`config.mk`:
```
export PLATFORM = sky130hd
export DESIGN_NAME = biasdac_wire_seq
export DESIGN_NICKNAME = d
export VERILOG_FILES = /design/src/rtl/biasdac_pkg.sv /design/src/rtl/biasdac_step_ctr.sv /design/src/rtl/biasdac_line_gen.sv /design/src/rtl/biasdac_wr_port.sv /design/src/rtl/biasdac_wire_seq.sv
export SDC_FILE = /design/constraint.sdc
export NUM_CORES = 1
export LEC_CHECK = 0
export BUFFER_PORTS_ARGS = -buffer_cell sky130_fd_sc_hd__buf_2
export CORE_UTILIZATION = 45
export DETAILED_ROUTE_END_ITERATION = 8
export GPL_TIMING_DRIVEN = 0
export PLACE_DENSITY_LB_ADDON = 0.1
export REMOVE_ABC_BUFFERS = 1
export SLEW_MARGIN = 15
export SYNTH_ARGS = -nofsm -noshare
export SYNTH_HDL_FRONTEND = slang
export SYNTH_SLANG_ARGS = --single-unit
```
`constraint.sdc`:
```
create_clock -name clk -period 5.52 [get_ports clk]
set_input_delay 0.828 -clock clk [delete_from_list [all_inputs] [get_ports clk]]
set_output_delay 0.828 -clock clk [all_outputs]
set_load 0.05 [all_outputs]
```
`src/rtl/biasdac_pkg.sv`:
```
package biasdac_pkg;

   // Segment of a transfer currently being emitted.
   typedef enum logic [1:0] {
      SEG_IDLE  = 2'd0,
      SEG_START = 2'd1,
      SEG_BYTE  = 2'd2,
      SEG_STOP  = 2'd3
   } seg_e;

   // Every bus event (start, stop, one bit) is three register writes.
   localparam int unsigned PHASES_PER_SLOT = 3;
   localparam int unsigned PHASE_W         = 2;

   // Levels of the two emulated bus lines for one write.
   typedef struct packed {
      logic dat;
      logic clk;
   } lines_t;

endpackage

```
`src/rtl/biasdac_step_ctr.sv`:
```
module biasdac_step_ctr
   import biasdac_pkg::*;
#(
   parameter int unsigned BITS_PER_BYTE = 8,
   parameter int unsigned N_BYTES       = 3,
   localparam int unsigned BIT_W = $clog2(BITS_PER_BYTE + 1),
   localparam int unsigned SEL_W = (N_BYTES > 1) ? $clog2(N_BYTES) : 1
) (
   input  logic               clk,
   input  logic               rst_n,
   input  logic               launch_i,
   input  logic               adv_i,
   output seg_e               seg_o,
   output logic [SEL_W-1:0]   byte_sel_o,
   output logic [BIT_W-1:0]   bit_idx_o,
   output logic [PHASE_W-1:0] phase_o,
   output logic               last_o
);

   localparam logic [PHASE_W-1:0] PH_LAST  = PHASE_W'(PHASES_PER_SLOT - 1);
   localparam logic [BIT_W-1:0]   ACK_SLOT = BIT_W'(BITS_PER_BYTE);
   localparam logic [SEL_W-1:0]   SEL_LAST = SEL_W'(N_BYTES - 1);

   if (BITS_PER_BYTE < 1) begin : g_chk_bits
      $error("biasdac_step_ctr: BITS_PER_BYTE must be at least 1");
   end
   if (N_BYTES < 1) begin : g_chk_bytes
      $error("biasdac_step_ctr: N_BYTES must be at least 1");
   end

   seg_e               seg_q;
   logic [SEL_W-1:0]   sel_q;
   logic [BIT_W-1:0]   bit_q;
   logic [PHASE_W-1:0] ph_q;
   logic               slot_end;

   assign slot_end = (ph_q == PH_LAST);

   always_ff @(posedge clk or negedge rst_n) begin
      if (!rst_n) begin
         seg_q <= SEG_IDLE;
         sel_q <= '0;
         bit_q <= '0;
         ph_q  <= '0;
      end else if (launch_i && seg_q == SEG_IDLE) begin
         seg_q <= SEG_START;
         sel_q <= '0;
         bit_q <= '0;
         ph_q  <= '0;
      end else if (adv_i) begin
         if (!slot_end) begin
            ph_q <= ph_q + PHASE_W'(1);
         end else begin
            ph_q <= '0;
            unique case (seg_q)
               SEG_START: begin
                  seg_q <= SEG_BYTE;
                  sel_q <= '0;
                  bit_q <= '0;
               end
               SEG_BYTE: begin
                  if (bit_q != ACK_SLOT) begin
                     bit_q <= bit_q + BIT_W'(1);
                  end else begin
                     bit_q <= '0;
                     if (sel_q != SEL_LAST) begin
                        sel_q <= sel_q + SEL_W'(1);
                     end else begin
                        seg_q <= SEG_STOP;
                     end
                  end
               end
               SEG_STOP: seg_q <= SEG_IDLE;
               default:  seg_q <= SEG_IDLE;
            endcase
         end
      end
   end

   assign seg_o      = seg_q;
   assign byte_sel_o = sel_q;
   assign bit_idx_o  = bit_q;
   assign phase_o    = ph_q;
   assign last_o     = (seg_q == SEG_STOP) && slot_end;

   // A write can only be taken while a transfer is running.
   AST_NO_ADV_IDLE: assert property (@(posedge clk) disable iff (!rst_n)
      adv_i |-> seg_q != SEG_IDLE) else $error("advance while idle");

   // The opening slot always hands over to the first byte, bit zero.
   AST_START_TO_BYTE: assert property (@(posedge clk) disable iff (!rst_n)
      (seg_q == SEG_START && adv_i && slot_end) |=>
         (seg_q == SEG_BYTE && bit_q == '0 && sel_q == '0)) else $error("bad start exit");

   // After the stop slot the sequencer is idle again.
   AST_STOP_TO_IDLE: assert property (@(posedge clk) disable iff (!rst_n)
      (adv_i && last_o) |=> seg_q == SEG_IDLE) else $error("bad stop exit");

endmodule

```
`src/rtl/biasdac_line_gen.sv`:
```
module biasdac_line_gen
   import biasdac_pkg::*;
#(
   parameter int unsigned           BITS_PER_BYTE = 8,
   parameter int unsigned           N_BYTES       = 3,
   parameter bit                    MSB_FIRST     = 1'b1,
   parameter logic [BITS_PER_BYTE-1:0] HDR0       = 8'h9C,
   parameter logic [BITS_PER_BYTE-1:0] HDR1       = 8'h00,
   localparam int unsigned BIT_W = $clog2(BITS_PER_BYTE + 1),
   localparam int unsigned SEL_W = (N_BYTES > 1) ? $clog2(N_BYTES) : 1
) (
   input  seg_e                     seg_i,
   input  logic [SEL_W-1:0]         byte_sel_i,
   input  logic [BIT_W-1:0]         bit_idx_i,
   input  logic [PHASE_W-1:0]       phase_i,
   input  logic [BITS_PER_BYTE-1:0] value_i,
   output lines_t                   lines_o
);

   localparam logic [BIT_W-1:0]   ACK_SLOT = BIT_W'(BITS_PER_BYTE);
   localparam logic [BIT_W-1:0]   TOP_BIT  = BIT_W'(BITS_PER_BYTE - 1);
   localparam logic [PHASE_W-1:0] PH_MID   = PHASE_W'(1);
   localparam logic [PHASE_W-1:0] PH_END   = PHASE_W'(2);

   logic [BITS_PER_BYTE-1:0] cur_byte;
   logic [BITS_PER_BYTE-1:0] shifted;
   logic [BIT_W-1:0]         bit_pos;
   logic                     bit_val;

   // Byte chosen for the current slot: two fixed header bytes, then the value.
   always_comb begin
      if (byte_sel_i == SEL_W'(0))      cur_byte = HDR0;
      else if (byte_sel_i == SEL_W'(1)) cur_byte = HDR1;
      else                              cur_byte = value_i;
   end

   // Shift order is a build-time choice.
   if (MSB_FIRST) begin : g_msb
      assign bit_pos = TOP_BIT - bit_idx_i;
   end else begin : g_lsb
      assign bit_pos = bit_idx_i;
   end

   assign shifted = cur_byte >> bit_pos;
   // The acknowledge slot is clocked with the data line held low.
   assign bit_val = (bit_idx_i == ACK_SLOT) ? 1'b0 : shifted[0];

   always_comb begin
      unique case (seg_i)
         SEG_START: begin
            lines_o.dat = (phase_i == '0);
            lines_o.clk = (phase_i != PH_END);
         end
         SEG_BYTE: begin
            lines_o.dat = bit_val;
            lines_o.clk = (phase_i == PH_MID);
         end
         SEG_STOP: begin
            lines_o.dat = (phase_i == PH_END);
            lines_o.clk = (phase_i != '0);
         end
         default: begin
            lines_o.dat = 1'b1;
            lines_o.clk = 1'b1;
         end
      endcase
   end

endmodule

```
`src/rtl/biasdac_wr_port.sv`:
```
module biasdac_wr_port
   import biasdac_pkg::*;
#(
   parameter int unsigned        DATA_W   = 8,
   parameter int unsigned        ADDR_W   = 8,
   parameter logic [ADDR_W-1:0]  REG_ADDR = 8'h03,
   parameter int unsigned        CLK_BIT  = 0,
   parameter int unsigned        DAT_BIT  = 1
) (
   input  logic              active_i,
   input  lines_t            lines_i,
   input  logic [DATA_W-1:0] base_i,
   output logic              req_o,
   output logic [ADDR_W-1:0] addr_o,
   output logic [DATA_W-1:0] data_o
);

   if (CLK_BIT == DAT_BIT) begin : g_chk_same
      $error("biasdac_wr_port: clock and data must use distinct bits");
   end
   if (CLK_BIT >= DATA_W || DAT_BIT >= DATA_W) begin : g_chk_range
      $error("biasdac_wr_port: bus line bit outside the data word");
   end

   // Each bit of the word is either a bus line or a copy of the base pattern.
   for (genvar i = 0; i < DATA_W; i++) begin : g_bit
      if (i == CLK_BIT) begin : g_clk
         assign data_o[i] = lines_i.clk;
      end else if (i == DAT_BIT) begin : g_dat
         assign data_o[i] = lines_i.dat;
      end else begin : g_base
         assign data_o[i] = base_i[i];
      end
   end

   assign req_o  = active_i;
   assign addr_o = REG_ADDR;

endmodule

```
`src/rtl/biasdac_wire_seq.sv`:
```
module biasdac_wire_seq
   import biasdac_pkg::*;
#(
   parameter int unsigned DATA_W     = 8,
   parameter int unsigned ADDR_W     = 8,
   parameter int unsigned VAL_W      = 8,
   parameter logic [ADDR_W-1:0] REG_ADDR = 8'h03,
   parameter int unsigned CLK_BIT    = 0,
   parameter int unsigned DAT_BIT    = 1,
   parameter logic [VAL_W-1:0] HDR0  = 8'h9C,
   parameter logic [VAL_W-1:0] HDR1  = 8'h00,
   parameter bit          MSB_FIRST  = 1'b1
) (
   input  logic              clk,
   input  logic              rst_n,
   input  logic              start_i,
   input  logic [VAL_W-1:0]  value_i,
   input  logic [DATA_W-1:0] base_i,
   input  logic              link_rdy_i,
   output logic              wr_req_o,
   output logic [ADDR_W-1:0] wr_addr_o,
   output logic [DATA_W-1:0] wr_data_o,
   output logic              busy_o,
   output logic              done_o
);

   localparam int unsigned N_BYTES = 3;
   localparam int unsigned BIT_W   = $clog2(VAL_W + 1);
   localparam int unsigned SEL_W   = $clog2(N_BYTES);

   if (DATA_W < 2) begin : g_chk_width
      $error("biasdac_wire_seq: register word must hold both bus lines");
   end

   seg_e               seg;
   logic [SEL_W-1:0]   byte_sel;
   logic [BIT_W-1:0]   bit_idx;
   logic [PHASE_W-1:0] phase;
   logic               last_step;
   logic               launch;
   logic               adv;
   logic [VAL_W-1:0]   value_q;
   logic [DATA_W-1:0]  base_q;
   logic               done_q;
   lines_t             lines;

   assign busy_o = (seg != SEG_IDLE);
   assign launch = start_i && !busy_o;
   assign adv    = wr_req_o && link_rdy_i;

   // Operands are frozen for the whole transfer.
   always_ff @(posedge clk or negedge rst_n) begin
      if (!rst_n) begin
         value_q <= '0;
         base_q  <= '0;
         done_q  <= 1'b0;
      end else begin
         if (launch) begin
            value_q <= value_i;
            base_q  <= base_i;
         end
         done_q <= adv && last_step;
      end
   end

   assign done_o = done_q;

   biasdac_step_ctr #(
      .BITS_PER_BYTE (VAL_W),
      .N_BYTES       (N_BYTES)
   ) u_steps (
      .clk        (clk),
      .rst_n      (rst_n),
      .launch_i   (launch),
      .adv_i      (adv),
      .seg_o      (seg),
      .byte_sel_o (byte_sel),
      .bit_idx_o  (bit_idx),
      .phase_o    (phase),
      .last_o     (last_step)
   );

   biasdac_line_gen #(
      .BITS_PER_BYTE (VAL_W),
      .N_BYTES       (N_BYTES),
      .MSB_FIRST     (MSB_FIRST),
      .HDR0          (HDR0),
      .HDR1          (HDR1)
   ) u_lines (
      .seg_i      (seg),
      .byte_sel_i (byte_sel),
      .bit_idx_i  (bit_idx),
      .phase_i    (phase),
      .value_i    (value_q),
      .lines_o    (lines)
   );

   biasdac_wr_port #(
      .DATA_W   (DATA_W),
      .ADDR_W   (ADDR_W),
      .REG_ADDR (REG_ADDR),
      .CLK_BIT  (CLK_BIT),
      .DAT_BIT  (DAT_BIT)
   ) u_port (
      .active_i (busy_o),
      .lines_i  (lines),
      .base_i   (base_q),
      .req_o    (wr_req_o),
      .addr_o   (wr_addr_o),
      .data_o   (wr_data_o)
   );

   // Last taken bus levels, kept only for the line-change check.
   logic [1:0] prev_lines;
   logic       prev_vld;
   always_ff @(posedge clk or negedge rst_n) begin
      if (!rst_n) begin
         prev_lines <= 2'b11;
         prev_vld   <= 1'b0;
      end else if (adv) begin
         prev_lines <= {wr_data_o[DAT_BIT], wr_data_o[CLK_BIT]};
         prev_vld   <= 1'b1;
      end
   end

   AST_REQ_HOLD: assert property (@(posedge clk) disable iff (!rst_n)
      (wr_req_o && !link_rdy_i) |=>
         (wr_req_o && $stable(wr_data_o) && $stable(wr_addr_o))) else $error("write dropped");

   AST_BASE_KEEP: assert property (@(posedge clk) disable iff (!rst_n)
      (wr_req_o && $past(wr_req_o)) |->
         ((wr_data_o ^ $past(wr_data_o)) & ~((DATA_W'(1) << CLK_BIT) | (DATA_W'(1) << DAT_BIT))) == '0)
      else $error("base bits moved");

   AST_FIRST_WRITE: assert property (@(posedge clk) disable iff (!rst_n)
      $rose(busy_o) |-> (wr_data_o[CLK_BIT] && wr_data_o[DAT_BIT])) else $error("bad first write");

   AST_DONE_PULSE: assert property (@(posedge clk) disable iff (!rst_n)
      done_o |=> !done_o) else $error("done too long");

   AST_DONE_END: assert property (@(posedge clk) disable iff (!rst_n)
      done_o |-> (!busy_o && !wr_req_o && $past(busy_o))) else $error("done while busy");

   AST_ONE_LINE: assert property (@(posedge clk) disable iff (!rst_n)
      (adv && prev_vld) |->
         $countones(prev_lines ^ {wr_data_o[DAT_BIT], wr_data_o[CLK_BIT]}) <= 1)
      else $error("two lines moved");

endmodule

```
==> summary.txt, run 1 <==
Placement
  • Number of buffers added on ports: 28
  • DP Wirelength: 1.90 mm
  • Gpl congestion: 0.761
  • Pre-CTS setup slack: 2.93 ns

Setup path
  • CP Data Arrival Time: 2.16 ns
  • CP bufs+invs: 2
  • CP Class: flip-flop to output pin
  • CP delay by family, top: compound AO/OA/AOI/OAI gates
  • Slowest-stage cell, CP: dfrtp_1
  • Startpoint types: flip-flop
  • WP data required: 4.69 ns
  • CP cell instances: inv_1, ha_1, nor2_1, a31oi_1, a2bb2oi_1, o41ai_1, buf_2
  • Crit-path max cell delay: 0.47 ns
  • Crit Path Max Fanout: 7
  • Critical path capture point type: output pin

Final layout
  • Area Overhead vs Synth: 10.9%
  • ANT cells: 0
  • Share of cells above drive strength 1: 31.7%
  • Layout Nets: 195

Timing
  • Skew final: 0.00152 ns
  • Final setup fails: 0
  • Final Hold Viols: 0
  • Max-slew violations: 0
  • Slew HR: 44.4%
  • Tmin final: 2.99 ns
  • Setup ws final: 2.53 ns
  • TNS Setup: 0 ns
  • Hold WS: 0.486 ns
  • Fin crit share: 54.1%
  • Worst-margin pin slew: 0.832 ns
  • RSZ-0062 raised after global routing: no
  • Max frequency: 335 MHz

Route
  • Via count: 1064
  • DRC: 0
  • Post-DR vias/cell: 5.12
  • Drt pass-1 iters: 4
  • Routed Wire Length: 2.56 mm
  • WL/cell: 12.3 um
  • Final ANT Viol Nets: 0
  • Detailed Route Iter0 Violations: 19

CTS
  • CTS tree: done
  • Maximum buffer depth of the clock tree: 2
  • Postcts setup bufs: 0
  • H-tree Lvls: 1
  • Post-cts sizing count: 0
  • Clock transition at the registers of the reported paths: 0.13 ns
  • Root buf cell: clkbuf_4
  • Inserted Clock Buffers: 3
  • Sink Count: 25
  • Later-pin clock latency in the skew report: 0.31 ns
  • Cts hold-fix bufs: 0

Global routing
  • Global-route wire length before repair: 4.36 mm
  • Largest net degree at the start of global routing: 26
  • Vias in the first global route: 1010
  • Tot GR Track Use: 16.3%
  • Initial antenna violation count: 0
  • Global route overflow: 0

Synth
  • Synthesized area per cell: 10.8 um2
  • Ys async rst share: 100%
  • Ys flop type: dfrtp_1
  • Synth top area cells: dfrtp_1 (42%), mux2_2 (11%), ha_1 (8.4%)
  • EDFF count, synth: 0
  • Synth cell types: 38
  • Most common cell in the synthesized netlist: dfrtp_1
  • #FFs+latches synth: 25
  • Synth top area share: 42.1%
  • Most frequent cells after synthesis: dfrtp_1 (25), mux2_2 (15), ha_1 (10), inv_1 (10), buf_4 (9)
  • Synth Cell Area: 0.00149 mm2
  • Synth area leader: dfrtp_1
  • Post-synthesis sequential area ratio: 42.1%
  • Synth warn: 0
  • Post-Syn Instances: 138

Power and ir drop
  • Worst vdd ir: 0.204 mV
  • PD cells: 551 mW/mm2
  • Cell leakage power: 0.762 nW
  • Switching share of power: 48.7%
  • Sequential Power Share: 34.6%
  • Comb power frac: 56.5%
  • Internal: 0.466 mW
  • Switch Pwr: 0.442 mW
  • Clock group share of total power: 9.0%

Hold path
  • Hold Path Class: primary input to asynchronous set/reset pin

Floorplanning
  • Row count: 20
  • DIE WIDTH: 59.5 um
  • Core area: 0.00310 mm2
  • Die area: 0.00354 mm2
  • Chip Height: 59.5 um
  • IO Pins: 39
  • Initial core utilization: 47.9%

Run
  • Max_cap viols: 0

Status
  • Status: finished, final reports clean
-- metal layers --
metal	up-vias	track usage, %	part of all wire [%]
met5	-	0	0
met1	506	21.1	46
li1	524	-	-
met2	32	27.9	49
met4	0	4.42	0.94
met3	2	2.62	4.4
-- state kept, by name (all words and copies together) (netlist names) --
| signal | count |
|---|---|
| u_steps.phase_o | 2 |
| done_o | 1 |
| u_steps.bit_idx_o | 4 |
| base_q | 6 |
| u_steps.seg_o | 2 |
| value_q | 8 |
| u_steps.byte_sel_o | 2 |
-- final timing paths --
kind,startpoint,endpoint,slack (ns),cells past startpoint
setup / recovery,u_steps.byte_sel_o[1],wr_data_o[1],2.53,7
hold / removal,rst_n,base_q[3],0.49,1
setup reg to reg,u_steps.seg_o[0],u_steps.byte_sel_o[0],3.00,6
hold reg to reg,base_q[2],base_q[2],0.52,1
max in group asynchronous,rst_n,u_steps.byte_sel_o[0],4.67,1
min in group clk,base_q[2],base_q[2],0.52,1
-- power groups by stage --
stage / sequential, mW / clock, mW / combinational [mW]
after floorplan: 0.387 / 0 / 0.330
after global placement: 0.315 / 0 / 0.501
after detailed placement: 0.319 / 0 / 0.513
after CTS: 0.314 / 0.0879 / 0.515
after global routing: 0.326 / 0.0909 / 0.558
final: 0.314 / 0.0815 / 0.513
-- cells in the final DEF, fill, tap and decap left out, types with 2 or more instances in the layout --
| cell type | n |
|---|---|
| a2111oi_0 | 3 |
| a21oi_1 | 3 |
| a2bb2oi_1 | 2 |
| a31o_1 | 2 |
| buf_2 | 28 |
| clkbuf_4 | 3 |
| conb_1 | 8 |
| dfrtp_1 | 25 |
| ha_1 | 10 |
| inv_1 | 10 |
| mux2_2 | 15 |
| mux2i_1 | 3 |
| nand2_1 | 6 |
| nand2b_1 | 2 |
| nand3_1 | 6 |
| nand3b_1 | 2 |
| nor2_1 | 8 |
| nor3_1 | 2 |
| o21ai_0 | 5 |
| o31ai_1 | 2 |
-- metrics by stage --
| stage | total power [mW] | util (%) | cell area [um2] | cells |
|---|---|---|---|---|
| 2_1_floorplan | 0.718 | - | 1430 | 132 |
| 3_3_place_gp | 0.816 | 52.3 | 1620 | 204 |
| 3_5_place_dp | 0.832 | 52.3 | 1620 | 204 |
| 4_1_cts | 0.918 | 53.1 | 1650 | 208 |
| 5_1_grt | 0.975 | 53.1 | 1650 | 208 |
| 6_report | 0.908 | 53.1 | 1650 | 208 |
-- layout make-up --
cell class	count	area (um2)
Inverter	10	37.5
Fill cell	310	1460
Multi-Input combinational cell	97	763
Sequential cell	25	626
Tap cell	44	55.1
Timing Repair Buffer	28	140
Clock buffer	4	26.3
-- cells by family (layout without fill, tap and decap cells) --
kind of cell / Yosys count / count (layout) / synth area share, %
buf+inv: 22 / 42 / 8.08
xor+xnor: 1 / 1 / 0.589
flops: 25 / 25 / 42.1
simple gates: 32 / 32 / 12.6
other cells: 2 / 8 / 0.505
fa+ha+maj: 10 / 10 / 8.42
mux: 18 / 18 / 13.4
compound gates: 28 / 28 / 14.3
Note: power is estimated with default switching activity, not from simulation.
==> inputs of run 2 (changes only) <==
ABC_AREA = 1   (was not set)
clock period = 3 ns   (was 5.52 ns; I/O delays follow)
==> run 2 against run 1 <==
Sequential share of layout area fell by 0.65 points. Global-route usage increased by 1.1 points. First-iteration DRC count increased by 84%. Synthesized cell count up 42%. Sequential power is 36% higher. Non-clock buffer count is the same. Via count up 14%. Critical endpoint unchanged. Critical path depth rose by 3. Clock power is 100% higher. Design area increased by 1.7%. Sequential cell count unchanged. Register-to-register slack got worse by 1.8 ns.
==> summary.txt, run 2 <==
Status
  • Status: finished, final reports clean

Final layout
  • Largest register by flop count: value_q
  • ANT cells: 0 (unchanged)
  • Fin cells: 267 (+28%)
  • Most frequent cells in the layout: nand2_1 (76), buf_2 (28), dfrtp_1 (25)
  • Commonest non-fill, non-tap cell in the layout: nand2_1
  • Layout Nets: 254 (+30%)
  • Max reg flops: 8 (unchanged)
  • Area Overhead vs Synth: 11.5%
  • Share of cells above drive strength 1: 22.4% (-9.3 points)

Synth
  • Post-Syn Instances: 196 (+42%)
  • Synthesized area per cell: 7.67 um2 (-29%)
  • Most common cell in the synthesized netlist: nand2_1
  • Most frequent cells after synthesis: nand2_1 (76), dfrtp_1 (25), inv_1 (18)
  • Synth Cell Area: 0.00150 mm2 (+1.2%)
  • Synth cell types: 28 (-26%)
  • Post-synthesis sequential area ratio: 41.6% (-0.49 points)
  • Ys async rst share: 100% (unchanged)
  • Synth area leader: dfrtp_1
  • EDFF count, synth: 0 (unchanged)
  • Synth top area share: 41.6% (-0.49 points)
  • Ys flop type: dfrtp_1
  • Synth warn: 0 (unchanged)
  • #FFs+latches synth: 25 (unchanged)
  • Synth top area cells: dfrtp_1 (42%), nand2_1 (19%), ha_1 (8.3%)

CTS
  • Later-pin clock latency in the skew report: 0.33 ns (+0.02 ns)
  • Maximum buffer depth of the clock tree: 2 (unchanged)
  • CTS tree: done
  • Root buf cell: clkbuf_4
  • Clock transition at the registers of the reported paths: 0.16 ns (+0.03 ns)
  • Cts hold-fix bufs: 0 (unchanged)
  • H-tree Lvls: 1 (unchanged)
  • Sink Count: 25 (unchanged)
  • Postcts setup bufs: 0 (unchanged)
  • Inserted Clock Buffers: 3 (unchanged)
  • Post-cts sizing count: 0 (unchanged)

Placement
  • Number of buffers added on ports: 28 (unchanged)
  • Gpl congestion: 0.851 (+12%)
  • Cells after DPL: 263 (+29%)
  • DP Wirelength: 2.06 mm (+8.2%)

Setup path
  • Worst setup startpoint: u_steps.byte_sel_o[1]
  • CP Class: flip-flop to output pin
  • Worst flop-to-flop path startpoint: u_steps.seg_o[0]
  • Startpoint types: flip-flop
  • Slowest-stage cell, CP: dfrtp_1
  • Critical path capture point type: output pin
  • Crit path top cell by count: nand2_1
  • WP data required: 2.55 ns (-2.14 ns)
  • CP cell instances: inv_1, ha_1, inv_1, nand2_1, nor2_1, a21oi_1, a21oi_1, nand2_1, nand2_1, buf_2
  • CP delay by family, top: flip-flops
  • Crit Path Max Fanout: 7 (unchanged)
  • CP Data Arrival Time: 1.91 ns (-0.25 ns)
  • CP bufs+invs: 3 (+1)
  • Crit-path max cell delay: 0.50 ns (+0.03 ns)

Timing
  • Final Hold Viols: 0 (unchanged)
  • Tmin final: 2.36 ns
  • RSZ-0062 raised after global routing: no
  • Max frequency: 424 MHz
  • Max-slew violations: 0 (unchanged)
  • Final setup fails: 0 (unchanged)
  • Fin crit share: 78.6%
  • Slew HR: 62.4% (+18 points)
  • Worst-margin pin slew: 0.564 ns (-0.268 ns)
  • Skew final: 0.0117 ns (+0.0101 ns)
  • TNS Setup: 0 ns (unchanged)

Global routing
  • Global-route wire length before repair: 4.77 mm (+9.5%)
  • Global route overflow: 0 (unchanged)
  • Tot GR Track Use: 17.3% (+1.1 points)
  • Initial antenna violation count: 0 (unchanged)
  • Largest net degree at the start of global routing: 26 (unchanged)
  • Vias in the first global route: 1126 (+11%)

Floorplanning
  • Initial core utilization: 48.5% (+0.56 points)
  • Row count: 20 (unchanged)
  • DIE WIDTH: 59.8 um (+0.56%)
  • Core area: 0.00310 mm2 (unchanged)
  • Chip Height: 59.8 um (+0.56%)
  • Die area: 0.00358 mm2 (+1.1%)
  • IO Pins: 39 (unchanged)

Route
  • Routed Wire Length: 2.68 mm (+4.5%)
  • Via count: 1212 (+14%)
  • Detailed Route Iter0 Violations: 35 (+16)
  • Met2 Wirelength: 1.22 mm (-2.3%)
  • DRC: 0 (unchanged)
  • WL/cell: 10.0 um (-19%)
  • Met3 WL post-DR: 120 um (+7.1%)
  • WL met1: 1.33 mm (+13%)
  • Drt pass-1 iters: 4 (unchanged)
  • Final ANT Viol Nets: 0 (unchanged)
  • Post-DR vias/cell: 4.54 (-11%)
  • Top Metal Used: met4

Power and ir drop
  • Pwr Total: 0.937 mW (+3.2%)
  • PD cells: 559 mW/mm2 (+1.5%)
  • Cell leakage power: 0.967 nW (+27%)
  • Worst vdd ir: 0.341 mV (+67%)

Run
  • Max_cap viols: 0 (unchanged)

Hold path
  • Hold Path Class: primary input to asynchronous set/reset pin
## run 2: cell type report
| cell class | count | area, um2 |
|---|---|---|
| multi-input combinational | 143 | 736 |
| timing repair buffer | 28 | 140 |
| clock buffer | 3 | 22.5 |
| fill | 319 | 1430 |
| clock inverter | 1 | 8.76 |
| tap | 44 | 55.1 |
| sequential | 25 | 626 |
| inverter | 23 | 88.8 |
## run 2: path summary, 6_finish.rpt
kind	cells after the start	endpoint	slack [ns]
max	10	wr_data_o[1]	0.64
min	1	u_steps.bit_idx_o[0]	0.08
max reg2reg	11	u_steps.byte_sel_o[1]	1.21
min reg2reg	2	base_q[6]	0.49
max in group asynchronous	1	value_q[7]	2.54
min in group clk	3	base_q[2]	0.29
## run 2: where the power goes
group | total (mW) | switching, mW | internal [mW]
sequential | 0.426 | 0.0511 | 0.375
clock | 0.167 | 0.113 | 0.0544
combinational | 0.344 | 0.235 | 0.110
total | 0.937 | 0.399 | 0.539
## run 2: worst register-to-register path: cells and delay by family, from the launching register on
| family | cells | cell delay (ns) |
|---|---|---|
| adders and majority gates | 1 | 0.24 |
| DFF | 1 | 0.45 |
| and+or+nand+nor | 8 | 0.70 |
| buffers and inverters | 2 | 0.32 |
## run 2: stage by stage
stage | util [%] | worst slack, ns | cell area [um2] | hold slack [ns]
2_1_floorplan | - | 0.993 | 1450 | 0.154
3_3_place_gp | 53.0 | 1.03 | 1650 | 0.457
3_5_place_dp | 53.0 | 1.01 | 1650 | 0.461
4_1_cts | 54.0 | 0.625 | 1680 | 0.0949
5_1_grt | 54.0 | 0.517 | 1680 | 0.116
6_report | 54.0 | 0.643 | 1680 | 0.0787
## run 2: metal layers
| layer | vias to the layer above | global-route usage, % |
|---|---|---|
| li1 | 636 | - |
| met1 | 542 | 23.5 |
| met2 | 32 | 28.6 |
| met3 | 2 | 4.55 |
| met4 | 0 | 1.99 |
| met5 | - | 0 |
## run 2: cells by family after synthesis
| family | count (synthesis) | share of synthesized area, % |
|---|---|---|
| AOI/OAI and AO/OA | 13 | 4.82 |
| and+or+nand+nor | 112 | 33.8 |
| other | 2 | 0.499 |
| buffers and inverters | 34 | 11.0 |
| adders and majority gates | 10 | 8.32 |
| DFF | 25 | 41.6 |
